## src/rtl/retire_pkg.sv

```systemverilog
package retire_pkg;
  localparam int unsigned DEF_WIDTH   = 4;
  localparam int unsigned DEF_ICNT_W  = 2;
  localparam int unsigned DEF_TOTAL_W = 32;

  function automatic int unsigned cnt_bits(input int unsigned max_val);
    return (max_val < 2) ? 1 : $clog2(max_val + 1);
  endfunction
endpackage

```

## src/rtl/rtu_scan.sv

```systemverilog
module rtu_scan #(
  parameter int unsigned W = 4
) (
  input  logic [W-1:0] valid,
  input  logic [W-1:0] done,
  input  logic [W-1:0] eoi,
  input  logic         pend_eff,
  output logic [W-1:0] ret_mask,
  output logic         boundary_hit
);
  logic [W:0] go;
  assign go[0] = 1'b1;

  for (genvar i = 0; i < W; i++) begin : g_slot
    assign ret_mask[i] = go[i] & valid[i] & done[i];
    assign go[i+1]     = ret_mask[i] & ~(pend_eff & eoi[i]);
  end

  assign boundary_hit = pend_eff & |(ret_mask & eoi);
endmodule

```

## src/rtl/rtu_tally.sv

```systemverilog
module rtu_tally #(
  parameter int unsigned W     = 4,
  parameter int unsigned ICW   = 2,
  parameter int unsigned CNTW  = 3,
  parameter int unsigned ISUMW = 4
) (
  input  logic [W-1:0]     ret_mask,
  input  logic [W*ICW-1:0] icnt,
  output logic [CNTW-1:0]  uops,
  output logic [ISUMW-1:0] insts
);
  logic [ICW-1:0] masked [W];

  for (genvar i = 0; i < W; i++) begin : g_mask
    assign masked[i] = ret_mask[i] ? icnt[i*ICW +: ICW] : '0;
  end

  always_comb begin
    uops  = '0;
    insts = '0;
    for (int i = 0; i < W; i++) begin
      uops  = uops + CNTW'(ret_mask[i]);
      insts = insts + ISUMW'(masked[i]);
    end
  end
endmodule

```

## src/rtl/rtu_pending.sv

```systemverilog
module rtu_pending (
  input  logic clk,
  input  logic rst,
  input  logic req,
  input  logic take,
  output logic pend_q
);
  always_ff @(posedge clk) begin
    if (rst) pend_q <= 1'b0;
    else     pend_q <= (pend_q | req) & ~take;
  end
endmodule

```

## src/rtl/rtu_totals.sv

```systemverilog
module rtu_totals #(
  parameter int unsigned CNTW  = 3,
  parameter int unsigned ISUMW = 4,
  parameter int unsigned TOTW  = 32
) (
  input  logic             clk,
  input  logic             rst,
  input  logic [CNTW-1:0]  add_u,
  input  logic [ISUMW-1:0] add_i,
  output logic [TOTW-1:0]  uop_total,
  output logic [TOTW-1:0]  inst_total
);
  always_ff @(posedge clk) begin
    if (rst) begin
      uop_total  <= '0;
      inst_total <= '0;
    end else begin
      uop_total  <= uop_total + TOTW'(add_u);
      inst_total <= inst_total + TOTW'(add_i);
    end
  end
endmodule

```

## src/rtl/boundary_retire.sv

```systemverilog
module boundary_retire
  import retire_pkg::*;
#(
  parameter int unsigned W     = DEF_WIDTH,
  parameter int unsigned ICW   = DEF_ICNT_W,
  parameter int unsigned TOTW  = DEF_TOTAL_W,
  localparam int unsigned CNTW  = cnt_bits(W),
  localparam int unsigned ISUMW = cnt_bits(W * ((1 << ICW) - 1))
) (
  input  logic             clk,
  input  logic             rst,
  input  logic [W-1:0]     win_valid,
  input  logic [W-1:0]     win_done,
  input  logic [W-1:0]     win_eoi,
  input  logic [W*ICW-1:0] win_icnt,
  input  logic             irq_req,
  output logic [CNTW-1:0]  ret_uops,
  output logic [ISUMW-1:0] ret_insts,
  output logic             irq_take,
  output logic [TOTW-1:0]  uop_total,
  output logic [TOTW-1:0]  inst_total
);
  logic         pend_q;
  logic         pend_eff;
  logic [W-1:0] ret_mask;

  assign pend_eff = pend_q | irq_req;

  rtu_pending u_pend (
    .clk    (clk),
    .rst    (rst),
    .req    (irq_req),
    .take   (irq_take),
    .pend_q (pend_q)
  );

  rtu_scan #(.W(W)) u_scan (
    .valid        (win_valid),
    .done         (win_done),
    .eoi          (win_eoi),
    .pend_eff     (pend_eff),
    .ret_mask     (ret_mask),
    .boundary_hit (irq_take)
  );

  rtu_tally #(.W(W), .ICW(ICW), .CNTW(CNTW), .ISUMW(ISUMW)) u_tally (
    .ret_mask (ret_mask),
    .icnt     (win_icnt),
    .uops     (ret_uops),
    .insts    (ret_insts)
  );

  rtu_totals #(.CNTW(CNTW), .ISUMW(ISUMW), .TOTW(TOTW)) u_tot (
    .clk        (clk),
    .rst        (rst),
    .add_u      (ret_uops),
    .add_i      (ret_insts),
    .uop_total  (uop_total),
    .inst_total (inst_total)
  );
endmodule

```

## config.mk

```make
export PLATFORM = sky130hd
export DESIGN_NAME = boundary_retire
export DESIGN_NICKNAME = d
export VERILOG_FILES = /design/src/rtl/retire_pkg.sv /design/src/rtl/rtu_scan.sv /design/src/rtl/rtu_tally.sv /design/src/rtl/rtu_pending.sv /design/src/rtl/rtu_totals.sv /design/src/rtl/boundary_retire.sv
export SDC_FILE = /design/constraint.sdc
export NUM_CORES = 1
export LEC_CHECK = 0
export BUFFER_PORTS_ARGS = -buffer_cell sky130_fd_sc_hd__buf_2
export CORE_MARGIN = 2
export CORE_UTILIZATION = 48
export CTS_CLUSTER_SIZE = 30
export DETAILED_ROUTE_END_ITERATION = 12
export PLACE_DENSITY_LB_ADDON = 0.08
export SETUP_SLACK_MARGIN = 0.3
export SLEW_MARGIN = 5
export SYNTH_ARGS = -nofsm -noshare
export SYNTH_HDL_FRONTEND = slang
export SYNTH_HIERARCHICAL = 1
export SYNTH_SLANG_ARGS = --single-unit
export TNS_END_PERCENT = 50
```

## constraint.sdc

```tcl
create_clock -name clk -period 6.1 [get_ports clk]
set_input_delay 1.22 -clock clk [delete_from_list [all_inputs] [get_ports clk]]
set_output_delay 1.22 -clock clk [all_outputs]
set_load 0.05 [all_outputs]
```

=== Word level (Yosys, flattened, before mapping) ===
Index checks and enable logic that the tools add are counted.

* ROM bits: 0
* Register bits after elaboration: 65
* Latch bits: 0
* Memories kept: 0
* Input port bits: 23
* Word-level logic and storage cells: 37
* Bits in writable memories: 0

* Multipliers: 0
* Equal/unequal tests: 0
* $lt $le $gt $ge: 0
* Add/subtract/negate cells: 8
* Divide/modulo/power cells: 0
* Shifts and indexed selects: 0
* Muxes and demuxes: 4
* Reduce and logical (&&, ||, !) cells: 1
* Bitwise gates (word level): 21

{| class="wikitable"
|+ Operator list
! kind !! count
|-
| adder 32 x 3 -> 32 bit || 1
|-
| adder 32 x 4 -> 32 bit || 1
|-
| bitwise AND 1 bit || 15
|-
| adder 4 x 2 -> 4 bit || 2
|-
| two-way mux 2 bit || 4
|-
| adder 3 x 1 -> 3 bit || 2
|-
| bitwise AND 4 bit || 1
|-
| NOT 1 bit || 4
|-
| OR reduction 4 bit || 1
|-
| adder 2 x 2 -> 3 bit || 1
|-
| adder 1 x 1 -> 2 bit || 1
|-
| bitwise OR 1 bit || 1
|}

=== Longest topological paths before layout ===
* Word-level depth: 17
* Mapped depth: 17

=== By module ===
The synthesis kept the hierarchy.

{| class="wikitable"
|+ By module, submodules not included
! module !! times used !! area each (um^2) !! cells an instance !! seq. area each (um^2)
|-
| rtu_totals || 1 || 3139.3 || 357 || 1281.2
|-
| rtu_tally || 1 || 216.5 || 26 || 0.0
|-
| rtu_scan || 1 || 82.6 || 14 || 0.0
|-
| rtu_pending || 1 || 33.8 || 3 || 20.0
|-
| boundary_retire || 1 || 6.3 || 1 || 0.0
|}

=== Worst setup path before layout ===
OpenSTA, ideal clock, no wires.

* Path type: input port to flip-flop
* From: in irq_req
* To: reg u_tot.inst_total[18]
* Data required time: 6.030 ns
* Stages: 17
* Buffers on the path: 2
* Library setup time: 0.070 ns
* Arrival: 6.195 ns
* Slack: -0.166 ns
* Path through: or2_1 and2_4 a2111o_1 a211oi_1 nand2_1 fa_1 fa_1 inv_1 ha_1 fa_1 ha_1 a211oi_1 or2_1 clkbuf_1 clkbuf_1 o21ai_0 a21oi_1

* Word-level cells in the longest chain between the ends: 15
* Elaborated cells on any way between the ends: 23

{| class="wikitable"
|+ Ends and longest elaborated chain
! item !! line !! RTL
|-
| start: declaration || boundary_retire.sv:16 || <nowiki>input logic irq_req,</nowiki>
|-
| bitwise OR 1 bit (*) || boundary_retire.sv:27 || <nowiki>assign pend_eff = pend_q | irq_req;</nowiki>
|-
| bitwise AND 1 bit || rtu_scan.sv:16 || <nowiki>assign go[i+1] = ret_mask[i] & ~(pend_eff & eoi[i]);</nowiki>
|-
| NOT 1 bit || rtu_scan.sv:16 ||
|-
| bitwise AND 1 bit || rtu_scan.sv:16 ||
|-
| bitwise AND 1 bit (2 in series) || rtu_scan.sv:15 || <nowiki>assign ret_mask[i] = go[i] & valid[i] & done[i];</nowiki>
|-
| bitwise AND 1 bit || rtu_scan.sv:16 ||
|-
| bitwise AND 1 bit (2 in series) || rtu_scan.sv:15 ||
|-
| bitwise AND 1 bit (*) || rtu_scan.sv:16 ||
|-
| bitwise AND 1 bit (*) (2 in series) || rtu_scan.sv:15 ||
|-
| net ret_mask[3] || boundary_retire.sv:25 || <nowiki>logic [W-1:0] ret_mask;</nowiki>
|-
| two-way mux 2 bit (*) || rtu_tally.sv:15 || <nowiki>assign masked[i] = ret_mask[i] ? icnt[i*ICW +: ICW] : '0;</nowiki>
|-
| adder 4 x 2 -> 4 bit (*) || rtu_tally.sv:23 || <nowiki>insts = insts + ISUMW'(masked[i]);</nowiki>
|-
| net ret_insts[2] || boundary_retire.sv:18 || <nowiki>output logic [ISUMW-1:0] ret_insts,</nowiki>
|-
| adder 32 x 4 -> 32 bit (*) || rtu_totals.sv:19 || <nowiki>inst_total <= inst_total + TOTW'(add_i);</nowiki>
|-
| end signal: assignment || rtu_totals.sv:19 ||
|-
| end: declaration || rtu_totals.sv:11 || <nowiki>output logic [TOTW-1:0] inst_total</nowiki>
|}

The timed path passes the listed nets; every way through them passes the cells marked *.
A chain may end at the register's enable or synchronous reset.

=== Final worst setup path ===
* From: in irq_req
* To: out ret_insts[2]

* Word-level cells in the longest chain between the ends: 14
* Elaborated cells on any way between the ends: 22

{| class="wikitable"
|+ Ends and longest elaborated chain
! item !! line !! RTL
|-
| bitwise OR 1 bit (*) || boundary_retire.sv:27 ||
|-
| net pend_eff || boundary_retire.sv:24 || <nowiki>logic pend_eff;</nowiki>
|-
| bitwise AND 1 bit || rtu_scan.sv:16 ||
|-
| NOT 1 bit || rtu_scan.sv:16 ||
|-
| bitwise AND 1 bit || rtu_scan.sv:16 ||
|-
| bitwise AND 1 bit (2 in series) || rtu_scan.sv:15 ||
|-
| bitwise AND 1 bit || rtu_scan.sv:16 ||
|-
| bitwise AND 1 bit (2 in series) || rtu_scan.sv:15 ||
|-
| bitwise AND 1 bit (*) || rtu_scan.sv:16 ||
|-
| bitwise AND 1 bit (*) (2 in series) || rtu_scan.sv:15 ||
|-
| net ret_mask[3] || boundary_retire.sv:25 ||
|-
| two-way mux 2 bit (*) || rtu_tally.sv:15 ||
|-
| adder 4 x 2 -> 4 bit (*) || rtu_tally.sv:23 ||
|-
| end: declaration || boundary_retire.sv:18 ||
|}

Marked as above.

==> flow_metrics.tcl <==
set metrics [dict create \
    yosys-top-cells-count "dfxtp_1, a21oi_1, nand2_1" \
    run_status "finished clean" \
    slew_headroom_pct 50.10 \
    multi_input_area_mm2 0.002054 \
    seqCellArea_mm2 0.001301 \
    drv_cap 0 \
    cpMostUsedCell "fa_1" \
    cts_tree "yes" \
    cts_num_sinks 65 \
    yosysMostFrequentCell "dfxtp_1" \
    diodes 0 \
    yosys_warnings 6 \
    max_stage_delay_ns 0.55 \
    setup_viol 0 \
    avgViaCountPerCell 5.581 \
    yosys.area.top_type "dfxtp_1" \
    htreeDepth 3 \
    n_fill_cell 698 \
    ys_types 48 \
    fp.dieH_um 89.13 \
    timing.hold.ws_ns 0.4910 \
    timing_max_transition_violations_final 0 \
    netlist.area_leader.share_pct 37.41 \
    chipWidth_um 89.13 \
    worstPathRequired_ns 4.88 \
    cp-end-kind "output port" \
    final.setup.tns_ns 0 \
    tightest_slew_ns 0.7486 \
    routed_wl_um 8244 \
    synth_nets 442 \
    place_congestion 0.8612 \
    ys.flop_type "dfxtp_1" \
    grt_use_total_pct 20.96 \
    antenna_found_initial 0 \
    hp-class "register to register" \
    hpwlAfterDp_um 5762 \
    ir_worst_vdd_mv 0.1121 \
    insertion_delay_ns 0.33 \
    synthCells 401 \
    clkTransAtPathRegs_ns 0.07 \
    fin_crit_ns 5.695 \
    io_pins 95 \
    hold_viol 0 \
    path_buf_inv 4 \
    cp_cell_sequence "buf_2 -> or2_4 -> and2_4 -> a2111o_1 -> a211oi_2 -> buf_4 -> nand2_1 -> fa_1 -> fa_1 -> inv_1 -> ha_1 -> fa_2 -> buf_8" \
    synth-edff-count 0 \
    grt.busiest_layer "met2" \
    synth_area_per_cell_um2 8.674 \
    criticalPathCategory "input port to output port" \
    grt_pass1_wl_um 13370 \
    dieArea_mm2 0.007943 \
    use_met3_pct 4.247 \
    critPathArrivalTime_ns 4.47 \
    synth_area_leaders "dfxtp_1, or4_1, a21oi_1" \
    grt_pass1_vias 2977 \
    rsz0062_at_grt "false" \
    final_net_count 532 \
    port_buffers 94 \
    total_power_mw 0.8760 \
    drt_iter0_markers 169 \
    rows 31 \
    grt_start_max_net_pins 39 \
    drcViolationCount 0 \
    power.density_mw_per_mm2 204.4 \
    startpoint_type "input port" \
    synth_area_mm2 0.003478 \
    ys_seq_elements 65 \
    num_vias 3315 \
    finalCritPeriodShare_pct 93.36 \
    overflow 0 \
    ys_seq_area_share_pct 37.41 \
    use_met1_pct 25.89 \
    drive_gt1_share_pct 27.27 \
    avgRoutedWirePerCell_um 13.88 \
    area_growth_pct 23.20 \
    slowest_stage "fa_2" \
    postRouteAntennaNets 0 \
    skew_ns 0.01029 \
    cts_root_buf "clkbuf_8" \
    crit_family "adder cells" \
    grt_util_met2_pct 35.96 \
    max_freq_ghz 0.1756 \
    coreArea_mm2 0.007137 \
    worstPathMaxFanout 5 \
    p_leak_nw 1.718 \
    initial_core_util_pct 48.74 \
    clockBufferDepth 2 \
    async_flop_share_pct 0 \
    cts_made_buffers 9 \
    post-route-util_pct 60.05 \
    first_pass_iters 4 \
]
final cells by class:
class	instances	share of cell area [%]
multi-input cells	296	47.94
flip-flops and latches	65	30.37
repair buffers	100	12.26
clock buffers	10	2.978
well taps	99	2.891
clock inverters	5	1.898
inverters	19	1.664
layer usage:
layer	up-vias	share of wire [%]
met1	1581	46
li1	1664	-
met4	0	1.2
met5	-	0
met2	62	49
met3	8	3.8
report_power, final:
| part | internal [mW] | switching (mW) | total [mW] |
|---|---|---|---|
| Combinational | 0.0176 | 0.0359 | 0.0535 |
| Sequential | 0.427 | 0.00239 | 0.430 |
| Clock | 0.228 | 0.164 | 0.393 |
cells in the final DEF, fill, tap and decap left out, types with 9 or more instances in the layout:
cell type | Yosys | layout
a21oi_1 | 41 | 41
buf_2 | 3 | 93
clkbuf_8 | 0 | 9
dfxtp_1 | 65 | 65
ha_1 | 11 | 9
inv_1 | 19 | 19
nand2_1 | 31 | 31
nand3_1 | 11 | 11
nand4_1 | 13 | 13
nor2_1 | 26 | 26
o21ai_0 | 11 | 11
o31ai_1 | 26 | 26
or3_1 | 10 | 10
or4_1 | 30 | 30
xnor2_1 | 15 | 15
path summary, 6_finish.rpt:
| kind | from | endpoint | slack (ns) | cells past startpoint |
|---|---|---|---|---|
| min | u_tot/inst_total[31] | u_tot/inst_total[31] | 0.49 | 2 |
| max reg2reg | u_pend/pend_q | u_tot/inst_total[26] | 1.16 | 17 |
| max | irq_req | ret_insts[2] | 0.41 | 13 |
| min reg2reg | u_tot/inst_total[31] | u_tot/inst_total[31] | 0.49 | 2 |
worst register-to-register path: cells and delay by family (launching register included):
kind	cells	cell delay (ns)
fa+ha+maj	5	1.87
compound gates	4	0.88
flops	1	0.32
buf+inv	3	0.36
simple gates	5	1.45
per-stage QoR:
| step | setup WS (ns) | std cells | cell area (um^2) |
|---|---|---|---|
| 3_5_place_dp | 0.07153 | 576 | 4041 |
| 6_report | 0.4051 | 594 | 4285 |
| 5_1_grt | 0.3001 | 594 | 4285 |
| 3_3_place_gp | 0.2206 | 576 | 4041 |
| 2_1_floorplan | 0.3489 | 401 | 3527 |
| 4_1_cts | 0.3283 | 594 | 4283 |
sequential cells by signal, summed over array words and instances (netlist names):
register	count
u_pend/pend_q	1
u_tot/inst_total	32
u_tot/uop_total	32
repair_timing:
| item | in CTS | in global routing |
|---|---|---|
| pin swaps | 2 | 2 |
| endpoints found under the setup margin | 1 | 13 |
| buffers inserted | 3 | 0 |
| hold buffers | 0 | 0 |
| gates resized for setup | 3 | 2 |
cells by family after synthesis:
family	after synthesis	synth area share, %
flip-flops	65	37.41
AND/OR/NAND/NOR	162	26.98
AO/OA/AOI/OAI	93	16.62
multiplexers	5	1.619
XOR/XNOR	18	4.533
adder cells (fa/ha/maj)	18	7.985
buffers and inverters	40	4.856
Power figures use the tool's default switching activity.
